===== config.mk =====
export PLATFORM = sky130hd
export DESIGN_NAME = cbt_target_gen
export DESIGN_NICKNAME = d
export VERILOG_FILES = /design/src/rtl/cbt_pkg.sv /design/src/rtl/cbt_disp_split.sv /design/src/rtl/cbt_word_base.sv /design/src/rtl/cbt_target_gen.sv
export SDC_FILE = /design/constraint.sdc
export NUM_CORES = 1
export LEC_CHECK = 0
export BUFFER_PORTS_ARGS = -buffer_cell sky130_fd_sc_hd__buf_2
export CORE_ASPECT_RATIO = 0.7
export CORE_MARGIN = 2
export CORE_UTILIZATION = 60
export CTS_BUF_LIST = sky130_fd_sc_hd__clkbuf_2 sky130_fd_sc_hd__clkbuf_4 sky130_fd_sc_hd__clkbuf_8
export DETAILED_ROUTE_END_ITERATION = 6
export HOLD_SLACK_MARGIN = 0.03
export PLACE_DENSITY = 0.86
export RECOVER_POWER = 100
export SLEW_MARGIN = 10
export SYNTH_ARGS = -nofsm -noshare
export SYNTH_HDL_FRONTEND = slang
export SYNTH_HIERARCHICAL = 1
export SYNTH_SLANG_ARGS = --single-unit

===== constraint.sdc =====
create_clock -name clk -period 5.6 [get_ports clk]
set_input_delay 1.12 -clock clk [delete_from_list [all_inputs] [get_ports clk]]
set_output_delay 1.12 -clock clk [all_outputs]
set_load 0.005 [all_outputs]

===== src/rtl/cbt_pkg.sv =====
package cbt_pkg;
  localparam int ADDR_W = 32;
  localparam int IP_W   = 4;
  localparam int WB_W   = ADDR_W - IP_W;
  localparam int UNC_W  = 24;
  localparam int CND_W  = 14;

  typedef struct packed {
    logic [WB_W-1:0] word;
    logic [IP_W-1:0] ip;
  } caddr_t;
endpackage


===== src/rtl/cbt_disp_split.sv =====
module cbt_disp_split #(
  parameter int DISP_W = 24,
  parameter int IP_W   = 4,
  parameter int WB_W   = 28
) (
  input  logic [DISP_W-1:0] disp,
  output logic [IP_W-1:0]   ip,
  output logic [WB_W-1:0]   woff
);
  localparam int WD_W  = DISP_W - IP_W;
  localparam int EXT_W = WB_W - WD_W;

  logic [WD_W-1:0] wdisp;

  always_comb begin
    ip    = disp[IP_W-1:0];
    wdisp = disp[DISP_W-1:IP_W];
    woff  = {{EXT_W{wdisp[WD_W-1]}}, wdisp};
  end
endmodule


===== src/rtl/cbt_word_base.sv =====
module cbt_word_base #(
  parameter int WB_W = 28
) (
  input  logic            is_abs,
  input  logic [WB_W-1:0] br_word,
  input  logic [WB_W-1:0] woff,
  output logic [WB_W-1:0] tgt_word
);
  logic [WB_W-1:0] rel_sum;

  always_comb begin
    rel_sum  = br_word + woff;
    tgt_word = is_abs ? woff : rel_sum;
  end
endmodule


===== src/rtl/cbt_target_gen.sv =====
module cbt_target_gen
  import cbt_pkg::*;
#(
  parameter int P_ADDR_W = ADDR_W,
  parameter int P_IP_W   = IP_W,
  parameter int P_UNC_W  = UNC_W,
  parameter int P_CND_W  = CND_W
) (
  input  logic                clk,
  input  logic                rst,
  input  logic                in_valid,
  input  logic                is_abs_i,
  input  logic                is_cond_i,
  input  logic [P_UNC_W-1:0]  disp_i,
  input  logic [P_ADDR_W-1:0] br_addr_i,
  output logic                tgt_valid,
  output logic [P_ADDR_W-1:0] tgt_addr
);
  localparam int L_WB_W = P_ADDR_W - P_IP_W;

  logic [P_IP_W-1:0] ip_unc, ip_cnd, ip_sel;
  logic [L_WB_W-1:0] off_unc, off_cnd, off_sel;
  logic [L_WB_W-1:0] word_nxt;
  logic [P_ADDR_W-1:0] addr_q;
  logic                valid_q;

  cbt_disp_split #(.DISP_W(P_UNC_W), .IP_W(P_IP_W), .WB_W(L_WB_W)) u_split_unc (
    .disp (disp_i),
    .ip   (ip_unc),
    .woff (off_unc)
  );

  cbt_disp_split #(.DISP_W(P_CND_W), .IP_W(P_IP_W), .WB_W(L_WB_W)) u_split_cnd (
    .disp (disp_i[P_CND_W-1:0]),
    .ip   (ip_cnd),
    .woff (off_cnd)
  );

  always_comb begin
    ip_sel  = is_cond_i ? ip_cnd  : ip_unc;
    off_sel = is_cond_i ? off_cnd : off_unc;
  end

  cbt_word_base #(.WB_W(L_WB_W)) u_base (
    .is_abs   (is_abs_i),
    .br_word  (br_addr_i[P_ADDR_W-1:P_IP_W]),
    .woff     (off_sel),
    .tgt_word (word_nxt)
  );

  always_ff @(posedge clk) begin
    if (rst) valid_q <= 1'b0;
    else     valid_q <= in_valid;
    if (in_valid) addr_q <= {word_nxt, ip_sel};
  end

  assign tgt_valid = valid_q;
  assign tgt_addr  = addr_q;

  AST_RESET_CLEARS: assert property (@(posedge clk) rst |=> !tgt_valid);
  AST_VALID_NEXT: assert property (@(posedge clk) disable iff (rst) in_valid |=> tgt_valid);
  AST_IDLE_NOVALID: assert property (@(posedge clk) disable iff (rst) !in_valid |=> !tgt_valid);
  AST_IP_BYPASS: assert property (@(posedge clk) disable iff (rst)
    in_valid |=> tgt_addr[P_IP_W-1:0] == $past(disp_i[P_IP_W-1:0]));
  AST_HOLD_ADDR: assert property (@(posedge clk) disable iff (rst)
    !in_valid |=> $stable(tgt_addr));
  AST_UNC_ABS_LOW: assert property (@(posedge clk) disable iff (rst)
    in_valid && is_abs_i && !is_cond_i |=>
      tgt_addr[P_UNC_W-1:P_IP_W] == $past(disp_i[P_UNC_W-1:P_IP_W]));
  AST_CND_ABS_LOW: assert property (@(posedge clk) disable iff (rst)
    in_valid && is_abs_i && is_cond_i |=>
      tgt_addr[P_CND_W-1:P_IP_W] == $past(disp_i[P_CND_W-1:P_IP_W]));
  AST_REL_ZERO_OFF: assert property (@(posedge clk) disable iff (rst)
    in_valid && !is_abs_i && !is_cond_i && disp_i[P_UNC_W-1:P_IP_W] == '0 |=>
      tgt_addr[P_ADDR_W-1:P_IP_W] == $past(br_addr_i[P_ADDR_W-1:P_IP_W]));
endmodule


* Word-level counts from Yosys, hierarchy flattened
Index checks and enable logic that the tools add are counted.
Storage, ports and cells: flip-flop bits (word level) 33, word-level logic and storage cells 5, output and inout bits 33
Operators by class: add/sub/neg operators 1, multiplexer cells 2
Operators by type and width (number):
- $mux 28 | 2
- $add 28x28->28 | 1

* Logic depth before layout (Yosys ltp)
Gate-level depths: netlist (run 1).
word-level depth 3, mapped depth 14

* Cells and area by module
Netlist (run 1), hierarchy kept.
By module, submodules not included:
- cbt_word_base | cells each 257, seq. area each 0.0 um^2, times used 1, area each 1715.4 um^2
- cbt_target_gen | cells each 70, seq. area each 980.9 um^2, times used 1, area each 1531.5 um^2
- cbt_disp_split | cells each 32, seq. area each 0.0 um^2, times used 2, area each 240.2 um^2

* Worst setup path after synthesis (run 1)
No wires, ideal clock.
path kind input port to flip-flop, start point in is_cond_i, end point reg addr_q[28], in the netlist tgt_addr[28] (data pin), setup slack 1635 ps, stages 14, arrival time 3699 ps, cell sequence buf_6 -> buf_12 -> mux2_4 -> ha_1 -> inv_1 -> fa_1 -> nand2b_1 -> a21oi_2 -> a2111oi_4 -> o311ai_4 -> a31oi_4 -> o31a_1 -> nor4b_1 -> nor3_1
Between the ends: cells in the longest elaborated chain, start to end 3
Ends and longest elaborated chain:
- from (decl) | line cbt_target_gen.sv:13 | input logic is_cond_i,
- $mux 28 (*) | line cbt_target_gen.sv:41 | off_sel = is_cond_i ? off_cnd : off_unc;
- $add 28x28->28 | line cbt_word_base.sv:12 | rel_sum = br_word + woff;
- $mux 28 (*) | line cbt_word_base.sv:13 | tgt_word = is_abs ? woff : rel_sum;
- net word_nxt[24] | line cbt_target_gen.sv:23 | logic [L_WB_W-1:0] word_nxt;
- to (signal assigned) | line cbt_target_gen.sv:54 | if (in_valid) addr_q <= {word_nxt, ip_sel};
- to (decl) | line cbt_target_gen.sv:24 | logic [P_ADDR_W-1:0] addr_q;
The timed path passes the listed nets; every way through them passes the cells marked *. A chain may end at the register's enable or synchronous reset.

* Final worst setup path (run 1)
start point in is_cond_i, end point reg addr_q[30], in the netlist tgt_addr[30] (data pin)
Same word-level chain as after synthesis.

==> summary.md, run 1 <==
| Metric | Value |
|---|---|
| Status | finished, violations left |
| Violated checks | max-capacitance violations, max-slew violations |
| Critical Path Source Type | input pin |
| Crit path max fanout | 18 |
| Vias in the first global route | about 2,700 |
| I/O pins | 94 |
| Hold Path Depth | 2 |
| Sink Count | 33 |
| VDD IR-drop max | approximately 0.13 mV |
| Htree depth | 2 |
| Fin crit period | roughly 4.5 ns |
| Routed WL | 7480 um |
| Core area | 5870 um^2 |
| NumNets Final | 499 |
| Critical Path RT | roughly 5.8 ns |
| Wire length per cell | about 15 um |
| # hold bufs at CTS | 0 |
| Final Cycle Share | between 80% and 90% |
| Largest net degree at the start of global routing | between 50 and 60 |
| Slew @ Worst Pin | roughly 1.8 ns |
| Worst Hold Class | input pin to register |
| Diode count | 0 |
| Root Driver | clkbuf_8 |
| DRC violations left | 0 |
| Yosys reg bits | 33 |
| Die Area | roughly 6900 um^2 |
| Mapped Cells | 391 |
| TritonCTS Buffers | 5 |
| Async SR Flop Fraction | 0% |
| Slew Limit Fails | 34 |
| Synth top cells by count | buf_4 (64), o21ai_0 (38), nand2_1 (35) |
| Post-synth EDFFs | 32 |
| Hold path start | rst |
| Area growth, synth to finish | 1.01% |
| First-pass GRT wire length | 12,200 um |
| Static leakage | around 1.7 nW |
| Min Hold Slack | around 0.98 ns |
| Worst slew margin | -23.1% |
| Half-perimeter wire length after detailed placement | around 5700 um |
| # Post-CTS Setup Buffers | 0 |
| Die width | ~98 um |
| Layout cells sized above 1 | roughly 29% |
| Fin. Hold Viols | 0 |
| Global-route usage over all layers | between 20% and 30% |
| Max Clk Rate | 0.220 GHz |
| Max Cap Viol | 1 |
| Synth Flop Type | edfxtp_1 |
| Row cnt | 23 |
| Area leader, netlist | edfxtp_1 |
| Number of fill cells | 520 |
| CP Class | input pin to register |
| Number of I/O port buffers | slightly below 90 |
| Setup TNS Final | 0 ns |
| Pre-antenna DRT Iters | 5 |
| Synth Cell Area | ~3700 um^2 |
| Vias per cell | just under 6 |
| Max Buffers Root-to-Sink | 2 |
| Setup violators final | 0 |
| Initial DRC Count | approximately 190 |
| Clock-pin slew on the worst setup and hold paths | about 0.07 ns |
| Initial antenna violation count | 0 |
| RSZ-0062 raised after global routing | false |
| PD cells | around 250 nW/um^2 |
| Resize count post-CTS | 0 |
| Area contributors post-synth | edfxtp_1 (26%), buf_4 (13%), mux2_4 (12%) |
| CTS tree | built |
| Top-count cell post-synth | buf_4 |
| Yosys warns | 6 |
| Post-synthesis sequential area ratio | 26.3% |
| Post-Syn Nets | between 400 and 500 |
| Hold EP | tgt_valid$_SDFF_PP0_ |
| CP Capture Type | register |
| Die Ht | about 70 um |
| Share of the synthesized area in the top cell type | 25.8% |
| Mapped Avg Cell Area | around 9.5 um^2 |
| Number of library cell types mapped by synthesis | 45 |
| Detail Route Antenna Nets | 0 |
| DR vias | 2,859 |
| GRT overflow | 0 |
| Data arrival, critical path | approximately 4.7 ns |
| GPL Wtd Cong | roughly 0.9 |
| Initial Util | a little under two thirds |
[kinds of logic (layout without fill, tap and decap cells)]
logic type / count (synthesis) / count (layout) / synth area share, %
simple gates: 83 / 83 / 10.4
xor+xnor: 22 / 22 / 5.17
mux: 36 / 36 / 13.9
flops: 33 / 33 / 26.3
buf+inv: 90 / 110 / 17.0
fa+ha+maj: 28 / 28 / 9.60
compound gates: 99 / 99 / 17.7
[metrics by stage]
step / worst slack, ns / cells / power, mW / utilization [%] / area (um^2)
after floorplan: 1.63 / 391 / 0.604 / - / 3730
after global placement: 1.09 / 478 / 0.659 / 62.8 / 3690
after detailed placement: 0.997 / 478 / 0.672 / 62.8 / 3690
after CTS: 1.30 / 486 / 0.944 / 65.1 / 3820
after global routing: 0.895 / 486 / 0.988 / 64.1 / 3760
final: 1.06 / 486 / 0.935 / 64.1 / 3760
[placed cells by master, fill, tap and decap left out, types with 3 or more instances in the layout]
master | synthesis | final
mux2_1 | 0 | 5
nor3_1 | 4 | 4
buf_2 | 0 | 76
mux2_2 | 5 | 5
a21o_1 | 11 | 11
xor2_1 | 11 | 11
clkbuf_1 | 11 | 14
ha_1 | 27 | 27
mux2_4 | 30 | 25
nand2_1 | 35 | 35
a211oi_1 | 7 | 7
a21oi_1 | 21 | 22
clkbuf_8 | 0 | 5
nor2_1 | 18 | 18
a31oi_1 | 3 | 4
nor2b_1 | 5 | 5
nand3_1 | 7 | 7
xnor2_1 | 11 | 11
inv_1 | 11 | 11
o21ai_0 | 38 | 38
edfxtp_1 | 32 | 32
o31ai_1 | 4 | 4
nand2b_1 | 3 | 3
[worst max-delay path by stage]
stage / start / endpoint
after floorplan: is_cond_i / tgt_addr[28]$_DFFE_PP_
after global placement: is_cond_i / tgt_addr[28]$_DFFE_PP_
after detailed placement: is_cond_i / tgt_addr[28]$_DFFE_PP_
after CTS: is_cond_i / tgt_addr[28]$_DFFE_PP_
after global routing: is_cond_i / tgt_addr[30]$_DFFE_PP_
final: is_cond_i / tgt_addr[30]$_DFFE_PP_
[power by group]
part | leakage (nW) | total [mW] | internal (mW) | switching, mW
Sequential | 0.321 | 0.321 | 0.314 | 0.00748
Combinational | 1.31 | 0.344 | 0.157 | 0.187
Clock | 0.0681 | 0.270 | 0.177 | 0.0933
[final cells by class]
type	count	area, um^2	area share [%]
clock inverters	3	65.1	1.73
multi-input cells	268	2070	55.1
flip-flops and latches	33	981	26.1
inverters	11	41.3	1.10
clock buffers	5	68.8	1.83
well taps	75	93.8	2.49
repair buffers	91	440	11.7
[worst max-delay path, cell delays in order]
cell	delay [ns]
buf_2	0.44
mux2_1	0.40
ha_1	0.22
inv_1	0.07
fa_1	0.23
nand2b_1	0.16
a21oi_1	0.13
a2111oi_4	0.43
o311ai_4	0.17
a31oi_1	0.54
o41ai_1	0.17
or4b_1	0.49
nand3_1	0.12
[flip-flops by register name (all words and copies together), names as in the netlist]
signal / cells
tgt_addr: 32
tgt_valid: 1
[routing by layer]
metal  global-route usage (%)  routed length [um]  part of all wire [%]
met2                     35.0                3330                    45
met3                     4.00                 653                   8.7
met5                        0                   0                     0
met4                     6.70                 150                   2.0
met1                     29.3                3340                    45
Note: power is estimated with default switching activity, not from simulation.
==> run 2: changes to the inputs <==
- ABC_AREA: not set -> 1
- CORE_UTILIZATION: 60 -> 58
- PLACE_DENSITY: 0.86 -> 0.81
- clock period: 5.6 -> 4.35 ns (I/O delays scaled with it)
==> summary.md, run 2 <==
| Metric | Value |
|---|---|
| Diode count | 0 (unchanged) |
| Wire length per cell | 13.7 um (-11%) |
| Status | finished, violations left |
| Post-Syn Nets | 791 (+65%) |
| Yosys reg bits | 33 (unchanged) |
| Max Clk Rate | between 0.2 and 0.3 GHz |
| Root Driver | clkbuf_8 |
| Area leader, netlist | nand2_1 |
| Setup violators final | 0 (unchanged) |
| Max Buffers Root-to-Sink | 2 (unchanged) |
| Layout cells sized above 1 | 17.0% (-12 points) |
| Most frequent cells in the layout | nand2_1 (317), inv_1 (90), buf_2 (78) |
| # hold bufs at CTS | 0 (unchanged) |
| First-pass GRT wire length | 17,900 um (+46%) |
| Async SR Flop Fraction | 0% (unchanged) |
| Yosys warns | 6 (unchanged) |
| RSZ-0062 raised after global routing | false |
| # Post-CTS Setup Buffers | 0 (unchanged) |
| Die Ht | 76.9 um (+9.9%) |
| Initial antenna violation count | 0 (unchanged) |
| Critical Path RT | 4.40 ns (-1.35 ns) |
| Pre-antenna DRT Iters | 5 (unchanged) |
| CP Class | input pin to register |
| Mux share of post-synthesis cell area | 0% (-14 points) |
| Synth Flop Type | edfxtp_1 |
| Mapped Cells | 702 (+80%) |
| Initial Util | 60.2% (-3.3 points) |
| PD cells | 281 nW/um^2 (+13%) |
| Global-route usage over all layers | 27.5% (+5.9 points) |
| Hold Path Depth | 2 (unchanged) |
| Synth top cells by count | nand2_1 (312), inv_1 (90), buf_4 (65) |
| Post-synthesis xor/xnor area fraction | 0.995% (-4.2 points) |
| Delay-heaviest family, CP | simple AND/OR/NAND/NOR gates |
| I/O pins | 94 (unchanged) |
| Share of the synthesized area in the top cell type | 26.6% (+0.82 points) |
| Worst path slowest cell | clkbuf_1 |
| CP Capture Type | register |
| Row cnt | 26 (+13%) |
| GRT overflow | 0 (unchanged) |
| Vias in the first global route | 3,757 (+42%) |
| Non-Filler Instances | 821 (+69%) |
| CP Depth | 17 (+4) |
| Slew @ Worst Pin | 1.89 ns (+0.0431 ns) |
| Die Area | 8320 um^2 (+21%) |
| Area growth, synth to finish | 0.710% |
| Post-synthesis adder-cell area fraction | 8.13% (-1.5 points) |
| Min Hold Slack | 0.746 ns (-0.235 ns) |
| Critical Path Source Type | input pin |
| Worst Hold Class | input pin to register |
| Detail Route Antenna Nets | 0 (unchanged) |
| Setup TNS Final | 0 ns (unchanged) |
| NumNets Final | 811 (+63%) |
| Clock-pin slew on the worst setup and hold paths | 0.09 ns (+0.02 ns) |
| DRC violations left | 0 (unchanged) |
| VDD IR-drop max | 0.164 mV (+28%) |
| Mapped Avg Cell Area | 6.27 um^2 (-34%) |
| Largest net degree at the start of global routing | 34 (-39%) |
| Number of fill cells | 747 (+44%) |
| Top-count cell post-synth | nand2_1 |
| TritonCTS Buffers | 5 (unchanged) |
| Number of library cell types mapped by synthesis | 35 (-22%) |
| DP Cell Count | 813 (+70%) |
| Worst slew margin | -26.0% (-2.9 points) |
| Initial DRC Count | 526 (+180%) |
| Slowest cell delay on critical path | 0.63 ns (+0.09 ns) |
| Fin crit period | ~3.6 ns |
| Worst path cell trace | clkbuf_1, inv_8, nand2_1, nand2_1, ha_1, inv_1, fa_1, inv_1, nand3_1, nand3_1, nand2_1, nand2_1, nand2_1, nand2_1, or2_1, nand3_1, nand2_1 |
| Number of I/O port buffers | 89 (unchanged) |
| Half-perimeter wire length after detailed placement | 8940 um (+58%) |
| Largest family of logic cells by synthesized area | simple AND/OR/NAND/NOR gates |
| Simple-Gate Fraction of Synth Area | 43.4% (+33 points) |
| Area contributors post-synth | nand2_1 (27%), edfxtp_1 (22%), buf_4 (11%) |
| Compound-cell area share of the yosys netlist | 3.35% (-14 points) |
| Sink Count | 33 (unchanged) |
| Max Cap Viol | 1 (unchanged) |
| CP Buf/Inv Count | 4 (+2) |
| Crit path max fanout | 32 (+14) |
| Static leakage | 2.56 nW (+51%) |
| Routed WL | 11,300 um (+51%) |
| Vias per cell | 5.15 (-12%) |
| Max reg flops | 32 (unchanged) |
| Violated checks | max-capacitance violations, max-slew violations |
| Data arrival, critical path | 3.66 ns (-1.03 ns) |
| Post-synthesis sequential area ratio | 22.3% (-4.0 points) |
| Hold path start | rst |
| Fin. Hold Viols | 0 (unchanged) |
| Hold EP | tgt_valid$_SDFF_PP0_ |
| Final Cycle Share | a little over 80% |
| Die width | 108 um (+10%) |
| Post-synth EDFFs | 32 (unchanged) |
| Synth Cell Area | 4400 um^2 (+18%) |
| CTS tree | built |
| Most common cell after layout, fill and taps aside | nand2_1 |
| Htree depth | 2 (unchanged) |
| CP dominant cell by count | nand2_1 |
| Resize count post-CTS | 0 (unchanged) |
| DR vias | 4,228 (+48%) |
| Slew Limit Fails | 34 (unchanged) |
| Core area | 7320 um^2 (+25%) |
| GPL Wtd Cong | 0.933 (+2.6%) |
| Total chip power | 1.25 mW (+33%) |
[run 2: cell count changes after synthesis, moves of 10 or more]
cell	previous run	this run
nand2_1	35	312
mux2_4	30	0
nand2_2	0	19
a21o_1	11	1
inv_1	11	90
xor2_1	11	0
o21ai_0	38	6
nand3_1	7	41
nor2_1	18	28
[run 2: layer usage]
metal	GRT usage [%]	share of wire, %
met1	42.1	47
met2	40.9	41
met3	4.17	11
met4	5.26	1.1
met5	0	0
[run 2: area by class of cell]
class	instances	area, um^2	area share (%)
clock buffer	7	90.1	2.03
clock inverter	1	30.0	0.677
inverter	94	360	8.13
multi-input combinational	498	2410	54.4
sequential	33	981	22.1
tap	98	123	2.77
timing repair buffer	90	439	9.90
[run 2: how the worst max path moves through the flow]
stage | startpoint | endpoint | slack, ns
6_report | is_cond_i | tgt_addr[16]$_DFFE_PP_ | 0.74
3_5_place_dp | is_cond_i | tgt_addr[18]$_DFFE_PP_ | 0.95
2_1_floorplan | is_cond_i | tgt_addr[20]$_DFFE_PP_ | 1.51
4_1_cts | is_cond_i | tgt_addr[18]$_DFFE_PP_ | 1.24
5_1_grt | is_cond_i | tgt_addr[16]$_DFFE_PP_ | 0.53
3_3_place_gp | is_cond_i | tgt_addr[18]$_DFFE_PP_ | 1.04
[run 2: report_power, final]
group          internal, mW  total [mW]  switching [mW]  leakage [nW]
sequential            0.399       0.407         0.00815         0.320
combinational         0.186       0.519           0.334          2.18
clock                 0.193       0.321           0.128        0.0619
[run 2: cells by family (layout without fill, tap and decap cells)]
family,Yosys count,after routing
and+or+nand+nor,438,438
buffers and inverters,171,192
DFF,33,33
adders and majority gates,28,28
AOI/OAI and AO/OA,27,27
xor gates and xnor gates,5,5
[run 2: per-stage QoR]
| step | instance area [um^2] | setup WS (ns) | utilization (%) |
|---|---|---|---|
| 2_1_floorplan | 4400 | 1.51 | - |
| 3_3_place_gp | 4380 | 1.04 | 59.8 |
| 3_5_place_dp | 4380 | 0.947 | 59.8 |
| 4_1_cts | 4500 | 1.24 | 61.4 |
| 5_1_grt | 4430 | 0.528 | 60.6 |
| 6_report | 4430 | 0.739 | 60.6 |
